<file path="src/rtl/pin_bank_pkg.sv">
// Package pin_bank_pkg
// Shared offsets and widths for the GPIO port register block.
// Assumes a byte-addressed bus with word-aligned 32-bit registers.
package pin_bank_pkg;
    localparam int BANK_ADDR_W = 8;
    localparam int BANK_DATA_W = 32;

    localparam logic [BANK_ADDR_W-1:0] OFS_DIR_SET  = 8'h00;
    localparam logic [BANK_ADDR_W-1:0] OFS_DIR_CLR  = 8'h04;
    localparam logic [BANK_ADDR_W-1:0] OFS_DATA_LO  = 8'h08;
    localparam logic [BANK_ADDR_W-1:0] OFS_DATA_HI  = 8'h0C;
    localparam logic [BANK_ADDR_W-1:0] OFS_LEVELS   = 8'h10;
endpackage

</file>
<file path="src/rtl/pin_bank_sync.sv">
// Module pin_bank_sync
// Two-flop synchronizer applied bitwise to the pad inputs.
// Assumes each bit is independent; no bus coherency across bits is given.
module pin_bank_sync #(
    parameter int WIDTH = 32
) (
    input  logic             clk,
    input  logic             rst_n,
    input  logic [WIDTH-1:0] async_in,
    output logic [WIDTH-1:0] sync_out
);
    logic [WIDTH-1:0] stage1_q;
    logic [WIDTH-1:0] stage2_q;

    // Shift the asynchronous levels through two flop stages.
    always_ff @(posedge clk) begin
        if (!rst_n) begin
            stage1_q <= '0;
            stage2_q <= '0;
        end else begin
            stage1_q <= async_in;
            stage2_q <= stage1_q;
        end
    end

    assign sync_out = stage2_q;
endmodule

</file>
<file path="src/rtl/pin_bank_dir.sv">
// Module pin_bank_dir
// Direction vector updated by write-one-to-set and write-one-to-clear strobes.
// Assumes set_en and clr_en are never high together (one bus write per cycle).
module pin_bank_dir #(
    parameter int WIDTH = 32
) (
    input  logic             clk,
    input  logic             rst_n,
    input  logic             set_en,
    input  logic             clr_en,
    input  logic [WIDTH-1:0] sel_bits,
    output logic [WIDTH-1:0] dir_q
);
    // Hold the direction; OR in set bits or mask out clear bits.
    always_ff @(posedge clk) begin
        if (!rst_n) begin
            dir_q <= '0;
        end else if (set_en) begin
            dir_q <= dir_q | sel_bits;
        end else if (clr_en) begin
            dir_q <= dir_q & ~sel_bits;
        end
    end
endmodule

</file>
<file path="src/rtl/pin_bank_outdata.sv">
// Module pin_bank_outdata
// Output data latch written in halves; each write word carries a mask in its
// upper half and new values in its lower half.
// Assumes WIDTH is even and the write word is WIDTH bits wide.
module pin_bank_outdata #(
    parameter int WIDTH = 32
) (
    input  logic             clk,
    input  logic             rst_n,
    input  logic [1:0]       half_wr,
    input  logic [WIDTH-1:0] wr_word,
    output logic [WIDTH-1:0] data_q
);
    localparam int HALF = WIDTH / 2;

    logic [HALF-1:0] wr_mask;
    logic [HALF-1:0] wr_vals;

    assign wr_mask = wr_word[WIDTH-1:HALF];
    assign wr_vals = wr_word[HALF-1:0];

    for (genvar h = 0; h < 2; h++) begin : g_half
        logic [HALF-1:0] half_q;

        // Merge masked new values into this half of the latch.
        always_ff @(posedge clk) begin
            if (!rst_n) begin
                half_q <= '0;
            end else if (half_wr[h]) begin
                half_q <= (half_q & ~wr_mask) | (wr_vals & wr_mask);
            end
        end

        assign data_q[h*HALF +: HALF] = half_q;
    end
endmodule

</file>
<file path="src/rtl/pin_bank_regs.sv">
// Module pin_bank_regs
// Register front end of a 32-pin GPIO port: direction set/clear, masked
// half-port output writes, direction and synchronized level read-back.
// Assumes at most one of bus_wr_en / bus_rd_en per cycle matters per address;
// reads are registered with one cycle of latency, unmapped reads give zero.
module pin_bank_regs
    import pin_bank_pkg::*;
#(
    parameter int ADDR_W = BANK_ADDR_W,
    parameter int DATA_W = BANK_DATA_W
) (
    input  logic              clk,
    input  logic              rst_n,
    input  logic              bus_wr_en,
    input  logic              bus_rd_en,
    input  logic [ADDR_W-1:0] bus_addr,
    input  logic [DATA_W-1:0] bus_wdata,
    output logic [DATA_W-1:0] bus_rdata,
    input  logic [DATA_W-1:0] pin_in,
    output logic [DATA_W-1:0] pin_oe,
    output logic [DATA_W-1:0] pin_out
);
    logic              hit_set;
    logic              hit_clr;
    logic [1:0]        hit_half;
    logic [DATA_W-1:0] levels;
    logic [DATA_W-1:0] rd_mux;

    // Decode write strobes per register.
    always_comb begin
        hit_set     = bus_wr_en && (bus_addr == ADDR_W'(OFS_DIR_SET));
        hit_clr     = bus_wr_en && (bus_addr == ADDR_W'(OFS_DIR_CLR));
        hit_half[0] = bus_wr_en && (bus_addr == ADDR_W'(OFS_DATA_LO));
        hit_half[1] = bus_wr_en && (bus_addr == ADDR_W'(OFS_DATA_HI));
    end

    pin_bank_dir #(.WIDTH(DATA_W)) u_dir (
        .clk      (clk),
        .rst_n    (rst_n),
        .set_en   (hit_set),
        .clr_en   (hit_clr),
        .sel_bits (bus_wdata),
        .dir_q    (pin_oe)
    );

    pin_bank_outdata #(.WIDTH(DATA_W)) u_data (
        .clk     (clk),
        .rst_n   (rst_n),
        .half_wr (hit_half),
        .wr_word (bus_wdata),
        .data_q  (pin_out)
    );

    pin_bank_sync #(.WIDTH(DATA_W)) u_sync (
        .clk      (clk),
        .rst_n    (rst_n),
        .async_in (pin_in),
        .sync_out (levels)
    );

    // Select read data for the two readable offsets.
    always_comb begin
        if (bus_addr == ADDR_W'(OFS_DIR_CLR)) begin
            rd_mux = pin_oe;
        end else if (bus_addr == ADDR_W'(OFS_LEVELS)) begin
            rd_mux = levels;
        end else begin
            rd_mux = '0;
        end
    end

    // Register read data; zero when no read was issued.
    always_ff @(posedge clk) begin
        if (!rst_n) begin
            bus_rdata <= '0;
        end else if (bus_rd_en) begin
            bus_rdata <= rd_mux;
        end else begin
            bus_rdata <= '0;
        end
    end
endmodule

</file>
<file path="config.mk">
export PLATFORM = sky130hd
export DESIGN_NAME = pin_bank_regs
export DESIGN_NICKNAME = d
export VERILOG_FILES = /design/src/rtl/pin_bank_pkg.sv /design/src/rtl/pin_bank_sync.sv /design/src/rtl/pin_bank_dir.sv /design/src/rtl/pin_bank_outdata.sv /design/src/rtl/pin_bank_regs.sv
export SDC_FILE = /design/constraint.sdc
export NUM_CORES = 1
export LEC_CHECK = 0
export BUFFER_PORTS_ARGS = -buffer_cell sky130_fd_sc_hd__buf_2
export CAP_MARGIN = 30
export CELL_PAD_IN_SITES_DETAIL_PLACEMENT = 0
export CELL_PAD_IN_SITES_GLOBAL_PLACEMENT = 1
export CORE_MARGIN = 5
export CORE_UTILIZATION = 42
export CTS_CLUSTER_DIAMETER = 80
export DETAILED_ROUTE_END_ITERATION = 10
export GPL_ROUTABILITY_DRIVEN = 0
export PLACE_DENSITY_LB_ADDON = 0.05
export SETUP_SLACK_MARGIN = 0.3
export SLEW_MARGIN = 10
export SYNTH_ARGS = -nofsm -noshare
export SYNTH_HDL_FRONTEND = slang
export SYNTH_HIERARCHICAL = 1
export SYNTH_SLANG_ARGS = --single-unit
</file>
<file path="constraint.sdc">
create_clock -name clk -period 4.45 [get_ports clk]
set_input_delay 0.6675 -clock clk [delete_from_list [all_inputs] [get_ports clk]]
set_output_delay 0.6675 -clock clk [all_outputs]
set_load 0.1 [all_outputs]
</file>
==> out/metrics.cfg, run 1 <==
[setup_path]
endpoint_kind=flop
rrSetupSlack_ns=3.73
rr_endpoint=bus_rdata[9]$_SDFF_PN0_
cp_data_arrival_time_ns=2.40
critical_path.max_fanout=33
path_class=input pin to flop
start_kind=input pin
timing.critical_path.required_ns=4.75
rr_worst_depth=2

[detailed_routing]
drt.antenna.violating_nets=0
viasPerCell=4.95
drt_iter0_markers=217
vias=4605
wire_per_inst_um=16.8
wirelength_um=15700
drc=0
firstDrtPassIters=6

[die]
die-width_um=130
initial_core_util_pct=43.1
rows=43
dieArea_sq_um=16900
die_h_um=130
ios=172
core_sq_um=14000

[global_routing]
gr-usage-all-layers_pct=18.6
grt_pass1_vias=4436
grt_max_degree=112
grt_pass1_wl_um=24200
antenna_found_initial=0
gr-total-overflow=0

[synth]
ys_top_cells_by_area=dfxtp_1, nand2_1, and2_2
yosys.area.top_type=dfxtp_1
synth-warning-count=6
synth_top_area_share_pct=53.1
ys_seq_area_share_pct=53.1
synth_nets=664
synth-seq-cells=160
synthDistinctLibCells=25
netlist_instances=588
synth_area_sq_um=6030
postSynthAreaPerCell_sq_um=10.3

[layout]
seqCellArea_sq_um=3200
drive_gt1_share_pct=40.9
num-fill-cells=1306
post-route-util_pct=53.3
finalNetCount=816
multi_input_area_sq_um=2500
stdcell_area_sq_um=7460
area_growth_pct=23.6
final_cell_mix=buf_2, dfxtp_1, nand2_1
final_common_cell=buf_2
diodes=0

[clock_network]
post_cts_buffers=0
htree_levels=4
cts_hold_buf=0
cts.repair.resized=0
cts-root-buf=clkbuf_16
clk_latency_ns=0.41
clk_path_buf_depth=2
clkSinkCount=160
clk_pin_slew_ns=0.06
cts_tree=built
cts_buffers=17

[sta]
period_minus_slack_ns=2.10
max_freq_mhz=477
fin_skew_ns=0.00524
final-hold-violation-count=0
tns_ns=0
slew_viol_final=0
setup_viol=0
rsz0062_at_grt=no
worst_slack_ns=2.35
tightest_slew_ns=0.704
relSlewSlack_pct=53.0
period_share_pct=47.1

[min_path]
whs_endpoint=u_sync/sync_out[16]$_SDFF_PN0_
hold_depth=1
hp-start=u_sync/stage1_q[16]$_SDFF_PN0_
min_path_type=flop to flop

[place]
dpl_worst_slack_ns=1.93
port_buffers=171
dpl.hpwl_um=10900
postPlaceCellArea_sq_um=6850

[power_and_ir_drop]
power.density_nw_per_um2=407
p_leak_uw=0.00342
vdd_drop_max_uv=290

[run]
drv_cap=0

[status]
status=finished, final reports clean

-- layout make-up --
cell class,count,area share [%]
timing repair buffer,178,12.6
clock inverter,7,1.48
inverter,1,0.0503
sequential,160,42.9
tap,180,3.02
clock buffer,23,6.27
multi-input combinational,382,33.6
-- synthesized netlist by cell type, drive strengths merged --
cell type,number
dfxtp,160
nand2,146
and2,65
nand3,34
buf,33
a31o,32
and3,32
mux2i,32
o22ai,32
clkbuf,12
nor2,4
nor3,2
inv,1
nand4,1
nor3b,1
nor4,1
-- layer usage --
layer  GRT usage, %  vias up  share of wire, %
li1               -     2277                 -
met1           25.2     2176                46
met2           29.0      135                46
met3           4.58       17               6.1
met4           6.54        0               1.5
met5              0        -                 0
-- logic make-up after synthesis --
group,synth area share (%)
multiplexers,5.31
AND/OR/NAND/NOR,24.9
buffers and inverters,5.54
AO/OA/AOI/OAI,11.2
flip-flops,53.1
-- worst max path at each step --
stage | to | startpoint | cells past startpoint | slack (ns)
2_1_floorplan | flop | bus_addr[4] | 7 | 2.42
3_3_place_gp | bus_rdata[19]$_SDFF_PN0_ | rst_n | 4 | 1.92
3_5_place_dp | flop | rst_n | 4 | 1.93
4_1_cts | flop | rst_n | 4 | 2.37
5_1_grt | flop | bus_addr[4] | 7 | 2.27
6_report | flop | bus_addr[4] | 7 | 2.35
-- per-stage QoR --
stage | cells | hold slack, ns | power, uW
after floorplan | 588 | 0.426 | 1570
after global placement | 899 | 0.429 | 1620
after detailed placement | 900 | 0.431 | 1630
after CTS | 930 | 0.445 | 3060
after global routing | 931 | 0.456 | 3140
final | 931 | 0.444 | 3030
-- critical path: stages --
cell	delay, ns
buf_2	0.33
nor4_4	0.40
nand2_1	0.16
nor2_2	0.12
buf_4	0.35
nand2_1	0.11
a31o_2	0.25
-- power breakdown --
group          switching, uW  leakage (uW)  internal, uW
Combinational           79.2       0.00183          53.7
Sequential              6.04       0.00130          1460
Clock                    533      0.000287           903
Total                    618       0.00342          2420
Note: power is estimated with default switching activity, not from simulation.
==> inputs of run 2 (changes only) <==
ABC_AREA = 1   (was default)
CORE_UTILIZATION = 34   (was 42)
clock period = 1.8 ns   (was 4.45 ns; I/O delays follow)
==> run 2 against run 1 <==
Effect of this change:
- combinational power rose by 150%
- clock skew rose by 0.0052 ns
- design area rose by 5.6%
- first-iteration DRC count rose by 29%
- global-route usage fell by 2.4 points
- routed wire length rose by 6.3%
- worst hold slack got worse by 0.43 ns
- sequential share of layout area fell by 2.3 points
- sequential cell count did not move
- register-to-register slack got worse by 2.9 ns
- count of clock-buffer cells in the layout fell by 5
- highest routed layer unchanged
==> out/metrics.cfg, run 2 <==
[status]
status=finished, final reports clean

[detailed_routing]
firstDrtPassIters=4
vias=5062
wirelength_um=16700
wire_per_inst_um=13.9
viasPerCell=4.23
drt.antenna.violating_nets=0
drt_iter0_markers=279
drc=0

[sta]
tightest_slew_ns=0.500
slew_viol_final=0
rsz0062_at_grt=no
setup_viol=0
final-hold-violation-count=0
relSlewSlack_pct=66.7
whs_ns=0.0186
tns_ns=0
max_freq_mhz=687
worst_slack_ns=0.344
period_share_pct=80.9
fin_skew_ns=0.0104
period_minus_slack_ns=1.46

[die]
core_sq_um=17900
dieArea_sq_um=20800
die_h_um=144
initial_core_util_pct=34.3
ios=172
rows=49
die-width_um=144

[clock_network]
htree_levels=4
post_cts_buffers=0
clkSinkCount=160
cts-root-buf=clkbuf_16
cts_tree=built
cts_buffers=17
clk_path_buf_depth=2
clk_pin_slew_ns=0.07
clk_latency_ns=0.42

[setup_path]
start_kind=flop
critical_path.max_fanout=3
crit_buf_inv=1
timing.critical_path.required_ns=1.53
endpoint_kind=output pin
worstPathCellList=buf_6
slowest_delay_ns=0.49
crit_family=flip-flops
cp_data_arrival_time_ns=1.19
critPathSlowestCell=dfxtp_1
path_class=flop to output pin

[synth]
synth-seq-cells=160
ys.flop_type=dfxtp_1
synth-warning-count=6
synth_commonest_cells=nand2_1, dfxtp_1, inv_1
synthDistinctLibCells=21
netlist_instances=785
yosysMostFrequentCell=nand2_1
synth_nets=861
yosys.area.top_type=dfxtp_1
synth.area.mux_share_pct=0
synthXorXnorAreaFrac_pct=0
synth_simple_gate_area_share_pct=28.9
synth_edf_count=0
synth_fa_ha_area_share_pct=0
synth-compound-area-share_pct=7.05
ys_top_cells_by_area=dfxtp_1, nand2_1, inv_1
synth_top_area_share_pct=52.2
synth_area_sq_um=6140
ys_seq_area_share_pct=52.2
synth_top_family_by_area=simple AND/OR/NAND/NOR gates
postSynthAreaPerCell_sq_um=7.82
async_reset_ff_share_pct=0

[power_and_ir_drop]
p_sw_share_pct=25.3
power.density_nw_per_um2=956
p_sw_uw=1910
p_comb_share_pct=4.4
p_clk_share_pct=47.5
p_int_uw=5620
vdd_drop_max_uv=669
p_seq_share_pct=48.1
p_leak_uw=0.00386

[layout]
stdcell_area_sq_um=7880
finalNetCount=1030
final_cell_mix=nand2_1, dfxtp_1, buf_2
multi_input_area_sq_um=2210
final_common_cell=nand2_1
drive_gt1_share_pct=28.7
seqCellArea_sq_um=3200
num-fill-cells=1862
area_growth_pct=28.3
diodes=0
post-route-util_pct=44.0

[global_routing]
met2_usage_pct=25.0
gr-total-overflow=0
grtUsageMet3_pct=4.10
met1_usage_pct=22.4
top_usage_layer=met2
grt_pass1_wl_um=26000
grt_pass1_vias=4772
gr-usage-all-layers_pct=16.2
grt_max_degree=46
antenna_found_initial=0

[place]
dpl_worst_slack_ns=0.176
postPlaceCellArea_sq_um=7090
dpl.hpwl_um=12500
port_buffers=171

[min_path]
min_path_type=input pin to flop

[run]
drv_cap=0

run 2: path summary, 6_finish.rpt:
kind / depth (start not counted) / slack, ns / to / from
min: 3 / 0.02 / u_sync/stage1_q[24]$_SDFF_PN0_ / pin_in[24]
max: 1 / 0.34 / pin_oe[28] / flop
max reg2reg: 3 / 0.84 / bus_rdata[28]$_SDFF_PN0_ / flop
min reg2reg: 2 / 0.41 / u_sync/sync_out[0]$_SDFF_PN0_ / u_sync/stage1_q[0]$_SDFF_PN0_
run 2: cell type report:
class | count | area share (%)
well taps | 229 | 3.64
repair buffers | 185 | 15.0
multi-input cells | 487 | 28.1
clock buffers | 18 | 5.58
inverters | 103 | 4.91
clock inverters | 14 | 2.03
flip-flops and latches | 160 | 40.7
run 2: power groups by stage:
stage / logic (uW) / registers, uW / clock network [uW]
6_report: 331 / 3620 / 3570
5_1_grt: 372 / 3630 / 3870
4_1_cts: 337 / 3620 / 3680
3_5_place_dp: 331 / 3710 / 0
3_3_place_gp: 326 / 3710 / 0
2_1_floorplan: 159 / 3720 / 0
run 2: repair_timing:
item	4_1_cts	5_1_grt
hold buffers	2	0
pin swaps	0	0
gates resized for setup	36	28
endpoints found under the hold margin	2	0
setup endpoints to repair	36	28
run 2: per-layer routing:
metal	part of all wire (%)	vias to the layer above	routed length [um]
li1	-	2689	-
met1	47	2220	7920
met2	45	140	7480
met3	6.4	13	1070
met4	1.2	0	207
met5	0	-	0
run 2: metrics by stage:
stage / power [uW] / std cells
2_1_floorplan: 3880 / 785
3_3_place_gp: 4030 / 1162
3_5_place_dp: 4040 / 1162
4_1_cts: 7640 / 1196
5_1_grt: 7870 / 1196
6_report: 7530 / 1196
run 2: cell families (layout without fill, tap and decap cells):
kind of cell           Yosys count  count (layout)
AND/OR/NAND/NOR                423             423
flip-flops                     160             160
buffers and inverters          138             320
AO/OA/AOI/OAI                   64              64
==> inputs of run 3 (changes only) <==
CORE_UTILIZATION = 37   (was 34)
clock period = 1.5 ns   (was 1.8 ns; I/O delays follow)
==> run 3 against run 2 <==
Effect of this change:
- count of clock-buffer cells in the layout is 1 lower
- routed wire length is 5.8% higher
- core utilization is 17 points higher
- via count is 7.8% higher
- critical path type unchanged
- clock skew is 0.0013 ns higher
- largest power group unchanged
- cell count is 5.3% higher
- clock power is 15% higher
- total power is 18% higher
==> out/metrics.cfg, run 3 (synthesis gave the netlist of run 2 again) <==
[status]
status=finished, final reports clean

[setup_path]
rr_worst_depth=5
slowest_delay_ns=0.37
cp_data_arrival_time_ns=0.97
critPathSlowestCell=dfxtp_4
worstPathCellList=buf_12
timing.critical_path.required_ns=1.27
path_class=flop to output pin
start_kind=flop
rr_endpoint=bus_rdata[12]$_SDFF_PN0_
crit_family=flip-flops
critical_path.max_fanout=2
crit_cells=1
endpoint_kind=output pin
rrSetupSlack_ns=0.50
crit_buf_inv=1
setup.worst_path.end=pin_oe[6]

[place]
dpl.hpwl_um=12200
port_buffers=171
postPlaceCellArea_sq_um=7260
dpl_worst_slack_ns=0.0240

[detailed_routing]
drt_iter0_markers=224
drc=0
wire_per_inst_um=14.0
vias=5459
firstDrtPassIters=7
wirelength_um=17600
drt.antenna.violating_nets=0
viasPerCell=4.34

[layout]
post-route-util_pct=61.1
final_cell_mix=nand2_1, buf_12, inv_1
stdcell_area_sq_um=10000
area_growth_pct=63.4
finalNetCount=1101
drive_gt1_share_pct=41.4
final_common_cell=nand2_1

[global_routing]
top_usage_layer=met2
met1_usage_pct=23.7
gr-total-overflow=0
gr-usage-all-layers_pct=18.4
antenna_found_initial=1
grtUsageMet3_pct=4.72
grt_max_degree=55
met2_usage_pct=30.2
grt_pass1_vias=5445
grt_pass1_wl_um=28600

[sta]
setup_viol=0
final-hold-violation-count=0
tns_ns=0
slew_viol_final=0
fin_skew_ns=0.0117
tightest_slew_ns=0.567
period_minus_slack_ns=1.20
max_freq_mhz=836
rsz0062_at_grt=yes
relSlewSlack_pct=62.2
worst_slack_ns=0.304
period_share_pct=79.8

[clock_network]
clk_latency_ns=0.42
htree_levels=4
clk_path_buf_depth=2
clkSinkCount=160
cts_tree=built
cts-root-buf=clkbuf_16
cts_buffers=17
clk_pin_slew_ns=0.07

[power_and_ir_drop]
p_leak_uw=0.00453
total_power_uw=8890
power.density_nw_per_um2=886
vdd_drop_max_uv=741

[die]
die-width_um=139
initial_core_util_pct=37.4
ios=172
dieArea_sq_um=19300
core_sq_um=16400
rows=47
die_h_um=139

[min_path]
min_path_type=input pin to flop

[run]
drv_cap=0

run 3: cell count changes in the layout (fill, tap and decap cells not counted), sizes merged:
| cell | change |
|---|---|
| buf | +64 |
| clkbuf | -24 |
| clkinv | -3 |
| clkinvlp | +4 |
| diode | +1 |
| dlygate4sd3 | +30 |
run 3: per-stage QoR:
| step | hold WS, ns | std cells |
|---|---|---|
| 2_1_floorplan | 0.318 | 785 |
| 3_3_place_gp | 0.397 | 1155 |
| 3_5_place_dp | 0.395 | 1155 |
| 4_1_cts | 0.0528 | 1252 |
| 5_1_grt | 0.0595 | 1259 |
| 6_report | 0.0712 | 1259 |
run 3: where the power goes:
group	leakage, uW	switching, uW	internal (uW)
sequential	0.00136	22.2	4270
combinational	0.00290	283	196
clock	0.000268	1920	2200
run 3: worst min-delay path by stage:
| stage | start | to | slack, ns | cells past startpoint |
|---|---|---|---|---|
| after CTS | bus_wdata[1] | flop | 0.05 | 3 |
| after global routing | bus_wdata[5] | flop | 0.06 | 3 |
| after global placement | u_sync/stage1_q[0]$_SDFF_PN0_ | u_sync/sync_out[0]$_SDFF_PN0_ | 0.40 | 2 |
| after detailed placement | u_sync/stage1_q[10]$_SDFF_PN0_ | u_sync/sync_out[10]$_SDFF_PN0_ | 0.40 | 2 |
| after floorplan | pin_in[30] | u_sync/stage1_q[30]$_SDFF_PN0_ | 0.32 | 2 |
| final | bus_wdata[1] | flop | 0.07 | 3 |
run 3: final cells by class:
cell class | count | area, sq um
Clock inverter | 15 | 144
Fill cell | 1376 | 6380
Sequential cell | 160 | 3400
Tap cell | 220 | 275
Multi-Input combinational cell | 487 | 2280
Inverter | 103 | 389
Clock buffer | 17 | 425
Timing Repair Buffer | 256 | 3110
Antenna cell | 1 | 2.50
run 3: layer usage:
| layer | wire length (um) | vias up |
|---|---|---|
| li1 | - | 2824 |
| met1 | 7810 | 2455 |
| met2 | 8380 | 160 |
| met3 | 1090 | 20 |
| met4 | 344 | 0 |
| met5 | 0 | - |
run 3: what timing repair did:
| action | in CTS | in global routing |
|---|---|---|
| setup endpoints to repair | 96 | 68 |
| pin swaps | 0 | 0 |
| gates resized for setup | 463 | 5 |
| setup buffers | 33 | 6 |
| endpoints found under the hold margin | 32 | 0 |
| hold buffers | 32 | 0 |
